===== src/rtl/dccnt_pkg.sv =====
package dccnt_pkg;
  // strobes from edge control to the count datapath
  typedef struct packed {
    logic incr;
    logic decr;
    logic clash;
  } stepCmd_t;
endpackage


===== src/rtl/dccnt_sync.sv =====
module dccnt_sync #(
  parameter int STAGES = 2
) (
  input  logic clk,
  input  logic rstHi,
  input  logic din,
  output logic dout
);
  logic [STAGES-1:0] chain;

  generate
    if (STAGES == 1) begin : g_single
      always_ff @(posedge clk or posedge rstHi) begin
        if (rstHi) chain <= '1;
        else       chain <= din;
      end
    end else begin : g_multi
      always_ff @(posedge clk or posedge rstHi) begin
        if (rstHi) chain <= '1;
        else       chain <= {chain[STAGES-2:0], din};
      end
    end
  endgenerate

  assign dout = chain[STAGES-1];
endmodule


===== src/rtl/dccnt_ctrl.sv =====
module dccnt_ctrl
  import dccnt_pkg::*;
#(
  parameter int SYNC_STAGES = 2
) (
  input  logic     clk,
  input  logic     rstHi,
  input  logic     upIn,
  input  logic     downIn,
  output stepCmd_t cmd
);
  logic upSync, downSync;
  logic upPrev, downPrev;
  logic upRise, downRise, bothLow, wasBothLow;

  dccnt_sync #(.STAGES(SYNC_STAGES)) u_syncUp (
    .clk(clk), .rstHi(rstHi), .din(upIn), .dout(upSync)
  );
  dccnt_sync #(.STAGES(SYNC_STAGES)) u_syncDown (
    .clk(clk), .rstHi(rstHi), .din(downIn), .dout(downSync)
  );

  always_ff @(posedge clk or posedge rstHi) begin
    if (rstHi) begin
      upPrev   <= 1'b1;
      downPrev <= 1'b1;
    end else begin
      upPrev   <= upSync;
      downPrev <= downSync;
    end
  end

  always_comb begin
    upRise     = upSync & ~upPrev;
    downRise   = downSync & ~downPrev;
    bothLow    = ~upSync & ~downSync;
    wasBothLow = ~upPrev & ~downPrev;
    cmd.clash  = (upRise & downRise) | (bothLow & ~wasBothLow);
    cmd.incr   = upRise & downSync & ~downRise;
    cmd.decr   = downRise & upSync & ~upRise;
  end
endmodule


===== src/rtl/dccnt_dp.sv =====
module dccnt_dp
  import dccnt_pkg::*;
#(
  parameter int WIDTH = 4
) (
  input  logic             clk,
  input  logic             rstHi,
  input  logic             loadN,
  input  logic [WIDTH-1:0] dataIn,
  input  stepCmd_t         cmd,
  output logic [WIDTH-1:0] count,
  output logic             clashErr
);
  logic [WIDTH-1:0] held;

  always_ff @(posedge clk or posedge rstHi) begin
    if (rstHi) begin
      held     <= '0;
      clashErr <= 1'b0;
    end else if (!loadN) begin
      held     <= dataIn;
      clashErr <= 1'b0;
    end else begin
      clashErr <= cmd.clash;
      if (cmd.incr)      held <= held + WIDTH'(1);
      else if (cmd.decr) held <= held - WIDTH'(1);
    end
  end

  // clear and load reach the output without waiting for a clock
  always_comb begin
    if (rstHi)       count = '0;
    else if (!loadN) count = dataIn;
    else             count = held;
  end
endmodule


===== src/rtl/dual_clock_counter.sv =====
module dual_clock_counter
  import dccnt_pkg::*;
#(
  parameter int WIDTH       = 4,
  parameter int SYNC_STAGES = 2
) (
  input  logic             clk,
  input  logic             masterClr,
  input  logic             loadN,
  input  logic             upIn,
  input  logic             downIn,
  input  logic [WIDTH-1:0] dataIn,
  output logic [WIDTH-1:0] count,
  output logic             upTermN,
  output logic             downTermN,
  output logic             clashErr
);
  localparam logic [WIDTH-1:0] MAX_COUNT = {WIDTH{1'b1}};

  stepCmd_t stepCmd;

  dccnt_ctrl #(.SYNC_STAGES(SYNC_STAGES)) u_ctrl (
    .clk(clk), .rstHi(masterClr), .upIn(upIn), .downIn(downIn), .cmd(stepCmd)
  );

  dccnt_dp #(.WIDTH(WIDTH)) u_dp (
    .clk(clk), .rstHi(masterClr), .loadN(loadN), .dataIn(dataIn),
    .cmd(stepCmd), .count(count), .clashErr(clashErr)
  );

  // terminal outputs copy the raw strobe while the count sits at its limit
  assign upTermN   = ~((count == MAX_COUNT) & ~upIn);
  assign downTermN = ~((count == '0) & ~downIn);
endmodule


===== config.mk =====
export PLATFORM = sky130hd
export DESIGN_NAME = dual_clock_counter
export DESIGN_NICKNAME = d
export VERILOG_FILES = /design/src/rtl/dccnt_pkg.sv /design/src/rtl/dccnt_sync.sv /design/src/rtl/dccnt_ctrl.sv /design/src/rtl/dccnt_dp.sv /design/src/rtl/dual_clock_counter.sv
export SDC_FILE = /design/constraint.sdc
export NUM_CORES = 1
export LEC_CHECK = 0
export ABC_AREA = 1
export BUFFER_PORTS_ARGS = -buffer_cell sky130_fd_sc_hd__buf_2
export CORE_MARGIN = 2
export CORE_UTILIZATION = 50
export DETAILED_ROUTE_END_ITERATION = 6
export PLACE_DENSITY = 0.75
export SLEW_MARGIN = 25
export SYNTH_ARGS = -nofsm -noshare
export SYNTH_HDL_FRONTEND = slang
export SYNTH_SLANG_ARGS = --single-unit

===== constraint.sdc =====
create_clock -name clk -period 5.65 [get_ports clk]
set_clock_uncertainty 0.15 [all_clocks]
set_input_delay 0.2825 -clock clk [delete_from_list [all_inputs] [get_ports clk]]
set_output_delay 0.2825 -clock clk [all_outputs]
set_load 0.02 [all_outputs]

* After elaboration in Yosys (flattened, before gate mapping) *
Cells that the tools add are included.

storage, ports and cells
  register bits = 11
  bits of input ports = 9
  output and inout bits = 7
  word-level logic and storage cells = 41

operators by class
  add/sub/neg operators = 2
  equal/unequal tests = 2
  muxes and demuxes = 6
  bitwise gates (word level) = 24
  reduce and logical (&&, ||, !) cells = 1

operators by type and width
  operator             count
  $mux 4               5
  $and 1x1->1          12
  $not 1->1            11
  $add 4x1->4 const B  1
  $eq 4x4->1 const B   1
  $logic_not 4->1      1
  $sub 4x1->4 const B  1
  $ne 3x1->1 const B   1
  $mux 1               1
  $or 1x1->1           1

* Longest topological paths before layout *
Gate-level depths: netlist of the first run.

  depth in word-level cells = 7
  gate-level depth with buffers = 12
  mapped depth without buffers = 12

* Hierarchy *
A second synthesis of the first run with hierarchy kept.

unflattened totals
  cells, all modules = 89
  area, all modules = 689.4 um^2

by module, submodules not included
  module              times used  cells an instance  area each (um^2)
  dccnt_dp            1           56                 416.6
  dccnt_ctrl          1           18                 125.1
  dccnt_sync          2           3                  56.3
  dual_clock_counter  1           9                  35.0

* Worst setup path before layout of the first run *
Ideal clock, no wire load.

  path type = register to register
  start point = register u_ctrl.u_syncUp.chain[1]
  end point = register u_dp.held[3]
  arrival time = 1542 ps
  setup slack = 3842 ps
  cell stages (with the launch flop) = 13
  path buffers = 0
  period minus slack after synthesis = 1808 ps
  cells stage by stage = dfstp_2 -> inv_1 -> nor2_4 -> nand2_2 -> ha_1 -> nand2_1 -> nand2_1 -> nor2_1 -> nand3_1 -> nand3_1 -> nand2_1 -> nand2_1 -> nand2_1

on the way
  longest elaborated chain between the ends = 5
  elaborated cells on any way between the ends = 9

ends and longest elaborated chain
  what                       RTL line          RTL
  from (decl)                dccnt_sync.sv:9   logic [STAGES-1:0] chain;
  from (signal assigned)     dccnt_sync.sv:20  else chain <= {chain[STAGES-2:0], din};
  $and 1x1->1                dccnt_ctrl.sv:34  upRise = upSync & ~upPrev;
  $and 1x1->1 (2 in series)  dccnt_ctrl.sv:39  cmd.incr = upRise & downSync & ~downRise;
  $mux 4                     dccnt_dp.sv:25    if (cmd.incr) held <= held + WIDTH'(1);
  $mux 4                     dccnt_dp.sv:20    end else if (!loadN) begin
  to (signal assigned)       dccnt_dp.sv:21    held <= dataIn;
  to (signal assigned)       dccnt_dp.sv:25
  to (signal assigned)       dccnt_dp.sv:26    else if (cmd.decr) held <= held - WIDTH'(1);
  to (decl)                  dccnt_dp.sv:14    logic [WIDTH-1:0] held;

Several ways; a longest one is shown, not always the timed one.
A chain may end at the register's enable or synchronous reset.

* Final worst setup path of the first run *
  start point = input port masterClr
  end point = output port downTermN

on the way
  longest elaborated chain between the ends = 4

ends and longest elaborated chain
  what             RTL line                  RTL
  from (decl)      dual_clock_counter.sv:8   input logic masterClr,
  $mux 4           dccnt_dp.sv:32            if (rstHi) count = '0;
  $logic_not 4->1  dual_clock_counter.sv:33  assign downTermN = ~((count == '0) & ~downIn);
  $and 1x1->1      dual_clock_counter.sv:33
  $not 1->1        dual_clock_counter.sv:33
  to (decl)        dual_clock_counter.sv:15  output logic downTermN,

Every way passes these cells.

==> flow_metrics.py, run 1 <==
metrics = {
    "layout": {
        "final_cell_area_sq_um": 798.3,
        "insertedDiodeCount": 0,
        "drive_gt1_frac": 0.3465,
        "layout.nets": 114,
        "fin_util": 0.6292,
        "synthToLayoutAreaGrowth_pct": 21.29,
        "stdcell_count": 116,
    },
    "global_routing": {
        "grt_pass1_vias": 519,
        "met1_usage": 0.2448,
        "grt_antenna_before_repair": 0,
        "grt_usage": 0.2016,
        "grt_busiest_layer": "met2",
        "grt_util_met2": 0.3427,
        "grt_use_met3": 0.05000,
        "globalRouteOverflowTotal": 0,
        "grt_max_degree": 15,
        "grt_pass1_wl_um": 2104,
    },
    "setup_path": {
        "crit_type": "input port to output port",
        "regToRegSetupSlack_ps": 3680,
        "critPathLaunchType": "input port",
        "path_max_fanout": 14,
        "end_kind": "output port",
        "worst_ep_required_time_ps": 5220,
        "crit_arrival_ps": 1780,
    },
    "sta": {
        "maxSlewHeadroom": 0.6756,
        "fin_crit_ps": 2215,
        "whs_ps": 148.6,
        "drv_slew": 0,
        "timing.final.crit_share": 0.3921,
        "worst_pin_slew_ps": 486.0,
        "worst_slack_ps": 3435,
        "rsz0062_at_grt": "no",
        "setup_viol": 0,
        "fmax_mhz": 451.4,
        "finalSetupTns_ps": 0,
        "hold_violations": 0,
    },
    "job": {
        "max_cap_violations": 0,
    },
    "floorplan": {
        "coreArea_sq_um": 1269,
        "io_pins": 16,
        "start_util": 0.5187,
        "std_cell_rows": 13,
        "chipHeight_um": 40.28,
        "die_w_um": 40.28,
        "die-area_sq_um": 1622,
    },
    "clock_network": {
        "cts.htree.levels": 1,
        "clock_sinks": 11,
        "tritoncts": "done",
        "post_cts_resized": 0,
        "numCtsBuffers": 3,
        "clkLatencyLatePin_ps": 270,
        "cts_buffer_depth": 2,
        "cts.clk_slew.worst_paths_ps": 70,
        "root_buffer": "clkbuf_4",
    },
    "power": {
        "cellLeakagePower_nw": 0.4184,
        "power_mw": 0.2060,
        "vdd_drop_max_uv": 172.9,
        "powerDensity_nw_per_um2": 258.0,
    },
    "placed_design": {
        "pre_cts_ws_ps": 3698,
        "postPlaceCellArea_sq_um": 740.7,
        "placed_cells": 109,
        "numPortBuffers": 15,
        "gp_congestion": 0.7497,
        "place_hpwl_um": 978.9,
    },
    "yosys": {
        "synth_edf_count": 0,
        "yosysMostFrequentCell": "nand2_1",
        "synth.top_cells.by_count": "nand2_1 (21), inv_1 (10), nand3_1 (9)",
        "ys_types": 22,
        "yosysSeqAreaShare": 0.4297,
        "synth_area_leaders": "dfstp_2 (24%), dfrtp_1 (19%), nand2_1 (12%)",
        "postSynth.asyncResetShare": 1.000,
        "avgSynthCellArea_sq_um": 8.227,
        "yosys_most_used_dff": "dfstp_2",
        "yosysTopAreaCell": "dfstp_2",
        "syn_nets": 92,
        "synth_warnings": 0,
        "synth_area_sq_um": 658.1,
        "yosysTopAreaCellShare": 0.2395,
        "synthCells": 80,
        "ys_ff_latch": 11,
    },
    "hold_path": {
        "hold_path_class": "input port to flop",
    },
    "detailed_routing": {
        "viasPerCell": 5.216,
        "dr.first_iter.drc_count": 8,
        "wl_per_cell_um": 11.44,
        "routed_wl_um": 1327,
        "drc": 0,
        "ant_nets": 0,
        "vias": 605,
        "first_pass_iters": 4,
    },
    "outcome": {
        "outcome": "complete, no violations",
    },
}
-- routing by layer --
| metal | vias up | share of wire |
|---|---|---|
| met1 | 284 | 0.44 |
| met2 | 15 | 0.51 |
| li1 | 304 | - |
| met4 | 0 | 0.0045 |
| met3 | 2 | 0.049 |
| met5 | - | 0 |
-- cell families after synthesis --
| logic type | share of synthesized area |
|---|---|
| buffers and inverters | 0.08366 |
| adders and majority gates | 0.06844 |
| DFF | 0.4297 |
| AOI/OAI and AO/OA | 0.1103 |
| and+or+nand+nor | 0.3080 |
-- flip-flops by register name, indices dropped and copies added (netlist names) --
name / count
u_ctrl.u_syncDown.chain: 2
u_dp.held: 4
u_ctrl.upPrev: 1
u_ctrl.downPrev: 1
u_dp.clashErr: 1
u_ctrl.u_syncUp.chain: 2
-- critical path, stage by stage --
cell           delay (ps)
dlygate4sd3_1         520
buf_2                 130
inv_1                 360
nand2_1               100
inv_1                 120
nor3_2                 50
nand3_1                60
buf_2                 160
-- layout make-up --
cell class	count	area, sq um
Fill cell	110	470.5
Multi-Input combinational cell	57	320.3
Sequential cell	11	282.8
Timing Repair Buffer	18	105.1
Inverter	11	43.79
Clock buffer	3	22.52
Tap cell	15	18.77
Clock inverter	1	5.005
-- placed cells by master, fill, tap and decap left out --
cell type	instances
a21oi_1	3
a21oi_2	1
a31oi_1	2
buf_2	15
clkbuf_4	3
clkinv_2	1
dfrtp_1	5
dfstp_2	6
dlygate4sd3_1	3
fa_1	1
ha_1	2
inv_1	10
inv_4	1
nand2_1	21
nand2_2	2
nand2_4	1
nand3_1	9
nand4_1	1
nor2_1	4
nor2_2	2
nor2_4	1
nor3_2	1
o21ai_0	4
o21ai_2	1
o31ai_1	1
-- power by group --
part | total [mW] | internal [mW] | switching (mW)
clock network | 0.0529 | 0.0262 | 0.0268
logic | 0.0570 | 0.0225 | 0.0345
registers | 0.0960 | 0.0880 | 0.00799
-- what timing repair did --
action,CTS,global route
hold buffers,3,0
buffers inserted,0,0
endpoints found under the hold margin,7,0
endpoints found under the setup margin,0,0
-- final timing paths --
check,end,cells after the start,start
max in group asynchronous,u_ctrl.upPrev$_DFF_PP1_,3,masterClr
min,u_dp.held[1]$_DFFE_PP0P_,3,dataIn[1]
min reg2reg,u_ctrl.u_syncUp.chain[1]$_DFF_PP1_,0,u_ctrl.u_syncUp.chain[0]$_DFF_PP1_
max reg2reg,u_dp.held[3]$_DFFE_PP0P_,12,u_ctrl.u_syncUp.chain[1]$_DFF_PP1_
min in group asynchronous,u_dp.held[3]$_DFFE_PP0P_,3,masterClr
max,downTermN,8,masterClr
Note: power is estimated with default switching activity, not from simulation.
==> inputs of run 2 (changes only) <==
- clock period: 5.65 -> 2.08 ns (I/O delays scaled with it)
==> run 2 against run 1 <==
Highest routed layer unchanged. Setup slack got worse by 3400 ps. Die area unchanged. First-iteration DRC count up 110%. Sequential share of layout area down 1.3 points. Largest cell class unchanged.
==> flow_metrics.py, run 2 (same netlist as run 1, synthesis figures left out) <==
metrics = {
    "sta": {
        "worst_pin_slew_ps": 326.7,
        "drv_slew": 0,
        "setup_viol": 0,
        "timing.final.crit_share": 0.9594,
        "fmax_mhz": 501.1,
        "hold_violations": 0,
        "whs_ps": 36.04,
        "fin_crit_ps": 1995,
        "finalSetupTns_ps": 0,
        "maxSlewHeadroom": 0.7799,
    },
    "setup_path": {
        "crit_type": "flop to flop",
        "slowest_delay_ps": 560,
        "cpLargestDelayFamily": "simple AND/OR/NAND/NOR gates",
        "crit_arrival_ps": 2000,
        "crit_slowest_cell": "dfstp_2",
        "end_kind": "flop",
        "critPathLaunchType": "flop",
        "path_max_fanout": 5,
        "cp_num_buf_inv": 2,
        "path_depth": 12,
        "worst_ep_required_time_ps": 2090,
        "r2r_cells": 12,
        "path_cells": "inv_1 > nor2_4 > nand2_2 > ha_1 > nand3_1 > inv_1 > nor2_1 > nand3_1 > nand3_1 > nand2_1 > nand2_1 > nand2_1",
    },
    "layout": {
        "fin_util": 0.6529,
        "synthToLayoutAreaGrowth_pct": 25.86,
        "largest_reg_flops": 4,
        "stdcell_count": 118,
        "drive_gt1_frac": 0.3592,
        "layout_common_cells": "nand2_1 (21), buf_2 (15), inv_1 (10)",
        "insertedDiodeCount": 0,
        "layout.nets": 116,
        "num-fill-cells": 110,
        "top_regs": "u_dp.held (4), u_ctrl.u_syncDown.chain (2), u_ctrl.u_syncUp.chain (2)",
        "final_common_cell": "nand2_1",
        "top_register": "u_dp.held",
    },
    "floorplan": {
        "std_cell_rows": 13,
        "die-area_sq_um": 1622,
        "coreArea_sq_um": 1269,
        "io_pins": 16,
        "die_w_um": 40.28,
        "chipHeight_um": 40.28,
        "start_util": 0.5187,
    },
    "clock_network": {
        "cts.clk_slew.worst_paths_ps": 70,
        "cts_buffer_depth": 2,
        "numCtsBuffers": 3,
        "cts.htree.levels": 1,
        "tritoncts": "done",
        "cts_setup_buffers": 0,
        "clkLatencyLatePin_ps": 270,
        "clock_sinks": 11,
        "root_buffer": "clkbuf_4",
    },
    "power": {
        "vdd_drop_max_uv": 495.4,
        "cellLeakagePower_nw": 0.4284,
        "powerDensity_nw_per_um2": 693.0,
    },
    "placed_design": {
        "place_hpwl_um": 1046,
        "placed_cells": 110,
        "numPortBuffers": 15,
        "gp_congestion": 0.7058,
    },
    "hold_path": {
        "hold_path_class": "input port to flop",
        "hold_path_depth": 5,
    },
    "global_routing": {
        "grt_pass1_vias": 579,
        "grt_antenna_before_repair": 0,
        "grt_pass1_wl_um": 2277,
        "grt_max_degree": 12,
        "globalRouteOverflowTotal": 0,
        "grt_usage": 0.2168,
    },
    "detailed_routing": {
        "first_pass_iters": 4,
        "ant_nets": 0,
        "vias": 613,
        "wl_per_cell_um": 12.92,
        "viasPerCell": 5.195,
        "drc": 0,
        "routed_wl_um": 1525,
        "dr.first_iter.drc_count": 17,
    },
    "outcome": {
        "outcome": "complete, no violations",
    },
    "job": {
        "max_cap_violations": 0,
    },
}
[run 2: cell types whose count changed in the layout (fill, tap and decap cells not counted), sizes merged]
cell / before / now
dlygate4sd3: 3 / 4
buf: 15 / 16
[run 2: layout make-up]
| cell class | count | area (sq um) | share of cell area |
|---|---|---|---|
| clock buffer | 3 | 22.52 | 0.02719 |
| inverter | 11 | 43.79 | 0.05287 |
| clock inverter | 1 | 5.005 | 0.006042 |
| tap | 15 | 18.77 | 0.02266 |
| multi-input combinational | 57 | 332.8 | 0.4018 |
| sequential | 11 | 282.8 | 0.3414 |
| timing repair buffer | 20 | 122.6 | 0.1480 |
[run 2: power breakdown]
part / internal (mW) / switching (mW)
clock network: 0.0711 / 0.0735
registers: 0.239 / 0.0243
logic: 0.0676 / 0.0983
[run 2: worst min-delay path, cell delays in order]
cell	delay, ps
buf_2	90
nand2_1	60
nand2_1	60
nand2_1	40
nand2_1	60
[run 2: path summary, 6_finish.rpt]
kind | slack, ps | to | from
worst min-delay path | 40 | u_dp.held[3]$_DFFE_PP0P_ | dataIn[3]
max in group asynchronous | 1220 | u_ctrl.downPrev$_DFF_PP1_ | masterClr
worst min register to register | 210 | u_ctrl.u_syncUp.chain[1]$_DFF_PP1_ | u_ctrl.u_syncUp.chain[0]$_DFF_PP1_
worst max register to register | 80 | u_dp.held[3]$_DFFE_PP0P_ | u_ctrl.u_syncUp.chain[1]$_DFF_PP1_
min in group asynchronous | 130 | u_dp.held[1]$_DFFE_PP0P_ | masterClr
worst max-delay path | 80 | u_dp.held[3]$_DFFE_PP0P_ | u_ctrl.u_syncUp.chain[1]$_DFF_PP1_
[run 2: per-stage QoR]
stage                     power [mW]  worst slack, ps  instance area, sq um
after CTS                     0.5654            105.0                 815.8
final                         0.5740            84.51                 828.3
after detailed placement      0.4139            123.4                 748.2
after global routing          0.6156           -54.82                 828.3
after floorplan               0.3726            271.8                 658.1
after global placement        0.4076            164.0                 748.2
[run 2: per-layer routing]
layer	share of wire	GRT usage	vias to the layer above	wire [um]
li1	-	-	305	-
met1	0.39	0.2448	287	596
met2	0.55	0.4073	19	845
met3	0.045	0.03333	2	69
met4	0.0092	0.07500	0	14
met5	0	0	-	0
[run 2: repair_timing]
item                                    CTS  global route
hold buffers                              4             0
endpoints found under the setup margin    0             1
resized for setup                         0             1
hold endpoints to repair                 14             0
==> inputs of run 3 (changes only) <==
- ABC_AREA: 1 -> default
==> run 3 against run 2 <==
Cell count down 2.5%. Worst hold slack better by 19 ps. Cell area rose by 15%. Sequential cell count stayed put. Wire length is 14% higher. Combinational power rose by 5%. Register-to-register slack got worse by 40 ps. Count of clock-buffer cells in the layout rose by 1. Synthesized cell count shrank 16%. Area after synthesis grew 3.0%. First-iteration DRC count shrank 82%. Critical path type unchanged. Critical endpoint unchanged. Largest power group unchanged.
==> flow_metrics.py, run 3 <==
metrics = {
    "outcome": {
        "outcome": "complete, no violations",
    },
    "layout": {
        "drive_gt1_frac": 0.4300,
        "num-fill-cells": 93,
        "fin_util": 0.7381,
        "layout.nets": 113,
        "largest_reg_flops": 4,
        "top_register": "u_dp.held",
        "final_common_cell": "buf_2",
        "layout_common_cells": "buf_2 (15), nor2_1 (9), dlygate4sd3_1 (7), buf_4 (7)",
        "insertedDiodeCount": 0,
        "top_regs": "u_dp.held (4), u_ctrl.u_syncDown.chain (2), u_ctrl.u_syncUp.chain (2)",
        "synthToLayoutAreaGrowth_pct": 39.85,
    },
    "placed_design": {
        "place_hpwl_um": 1151,
        "numPortBuffers": 15,
        "gp_congestion": 0.7725,
        "pre_cts_ws_ps": 33.01,
    },
    "yosys": {
        "synth.top_cells.by_count": "nor2_1 (9), a21oi_1 (6), dfstp_2 (6), nand2_1 (6), dfrtp_1 (5)",
        "synthCells": 67,
        "yosysMostFrequentCell": "nor2_1",
        "ys_ff_latch": 11,
        "synth_area_leaders": "dfstp_2 (23%), dfrtp_1 (18%), nor2_1 (5.0%)",
        "synth_area_sq_um": 678.2,
        "yosysTopAreaCellShare": 0.2325,
        "postSynth.asyncResetShare": 1.000,
        "yosys_most_used_dff": "dfstp_2",
        "synth_warnings": 0,
        "synth_edf_count": 0,
        "avgSynthCellArea_sq_um": 10.12,
        "yosysSeqAreaShare": 0.4170,
        "ys_types": 30,
        "syn_nets": 79,
        "yosysTopAreaCell": "dfstp_2",
    },
    "power": {
        "cellLeakagePower_nw": 0.4002,
        "powerDensity_nw_per_um2": 616.4,
        "vdd_drop_max_uv": 290.6,
    },
    "sta": {
        "fin_crit_ps": 2033,
        "worst_pin_slew_ps": 435.0,
        "worst_slack_ps": 47.22,
        "drv_slew": 0,
        "rsz0062_at_grt": "yes",
        "maxSlewHeadroom": 0.7086,
        "fmax_mhz": 491.9,
        "hold_violations": 0,
        "timing.final.crit_share": 0.9773,
        "finalSetupTns_ps": 0,
        "setup_viol": 0,
    },
    "setup_path": {
        "worst_ep_required_time_ps": 2120,
        "crit_arrival_ps": 2080,
        "timing.rr.start": "u_ctrl.u_syncDown.chain[1]$_DFF_PP1_",
        "end_kind": "flop",
        "critPathLaunchType": "flop",
        "critPathLaunch": "u_ctrl.u_syncDown.chain[1]$_DFF_PP1_",
        "crit_type": "flop to flop",
        "path_max_fanout": 4,
    },
    "clock_network": {
        "root_buffer": "clkbuf_4",
        "cts.htree.levels": 1,
        "cts.clk_slew.worst_paths_ps": 80,
        "cts_buffer_depth": 2,
        "numCtsBuffers": 3,
        "clkLatencyLatePin_ps": 270,
        "clock_sinks": 11,
        "tritoncts": "done",
    },
    "detailed_routing": {
        "wl_per_cell_um": 15.05,
        "vias": 644,
        "ant_nets": 0,
        "viasPerCell": 5.600,
        "routed_wl_um": 1731,
        "drc": 0,
        "dr.first_iter.drc_count": 3,
        "first_pass_iters": 4,
    },
    "global_routing": {
        "grt_antenna_before_repair": 0,
        "grt_max_degree": 14,
        "globalRouteOverflowTotal": 0,
        "grt_pass1_wl_um": 2642,
        "grt_usage": 0.2557,
        "grt_pass1_vias": 580,
    },
    "floorplan": {
        "io_pins": 16,
        "die-area_sq_um": 1667,
        "chipHeight_um": 40.83,
        "coreArea_sq_um": 1285,
        "start_util": 0.5278,
        "die_w_um": 40.83,
        "std_cell_rows": 13,
    },
    "hold_path": {
        "hold_path_class": "input port to flop",
        "hp-start": "loadN",
    },
    "job": {
        "max_cap_violations": 0,
    },
}
run 3: per-layer routing:
metal / routed length (um) / vias up / global-route usage
li1: - / 313 / -
met1: 793 / 306 / 0.3253
met2: 839 / 21 / 0.4102
met3: 74 / 4 / 0.05435
met4: 23 / 0 / 0.1167
met5: 0 / - / 0
run 3: worst paths after layout:
kind | endpoint | slack [ps] | depth (start not counted)
max reg2reg | u_dp.held[3]$_DFFE_PP0P_ | 50 | 7
min reg2reg | u_ctrl.u_syncUp.chain[1]$_DFF_PP1_ | 210 | 0
max | u_dp.held[3]$_DFFE_PP0P_ | 50 | 7
min | u_dp.clashErr$_DFF_PP0_ | 60 | 2
min in group asynchronous | u_dp.held[1]$_DFFE_PP0P_ | 280 | 3
max in group asynchronous | u_ctrl.downPrev$_DFF_PP1_ | 1160 | 3
run 3: cell families (layout without fill, tap and decap cells):
family          count (synthesis)  after routing  synth area share
simple gates                   28             28            0.2085
compound gates                 15             15            0.1900
flops                          11             11            0.4170
buf+inv                         4             37           0.02398
fa+ha+maj                       3              3           0.06642
xor+xnor                        3              3           0.04983
mux                             3              3           0.04428
run 3: cell type report:
cell class / count / area, sq um / area share
tap: 15 / 18.77 / 0.01979
timing repair buffer: 30 / 209.0 / 0.2203
clock buffer: 4 / 26.28 / 0.02770
multi-input combinational: 52 / 397.9 / 0.4195
sequential: 11 / 282.8 / 0.2982
inverter: 3 / 13.76 / 0.01451
run 3: critical path, stage by stage (launching register included):
cell       delay (ps)
dfstp_2           540
and4b_2           270
inv_4              60
ha_1              280
a21o_1            190
a2111oi_4         300
a22oi_2            90
o2111ai_2          90
run 3: repair_timing:
item | in CTS | in global routing
setup buffers | 0 | 1
hold buffers | 7 | 0
endpoints found under the setup margin | 0 | 2
hold endpoints to repair | 11 | 0
gates resized for setup | 0 | 4
run 3: through the flow:
step	total power [mW]	cells	hold WS (ps)	instance area (sq um)
6_report	0.5846	115	55.27	948.4
5_1_grt	0.6186	115	62.02	948.4
2_1_floorplan	0.3604	67	-197.9	681.9
3_3_place_gp	0.4100	103	16.85	823.3
3_5_place_dp	0.4130	103	23.54	823.3
4_1_cts	0.5734	114	54.80	919.6
run 3: power breakdown:
group / leakage [nW] / total (mW) / internal (mW) / switching [mW]
clock: 0.0150 / 0.151 / 0.0742 / 0.0765
combinational: 0.263 / 0.174 / 0.0809 / 0.0928
sequential: 0.123 / 0.260 / 0.236 / 0.0246
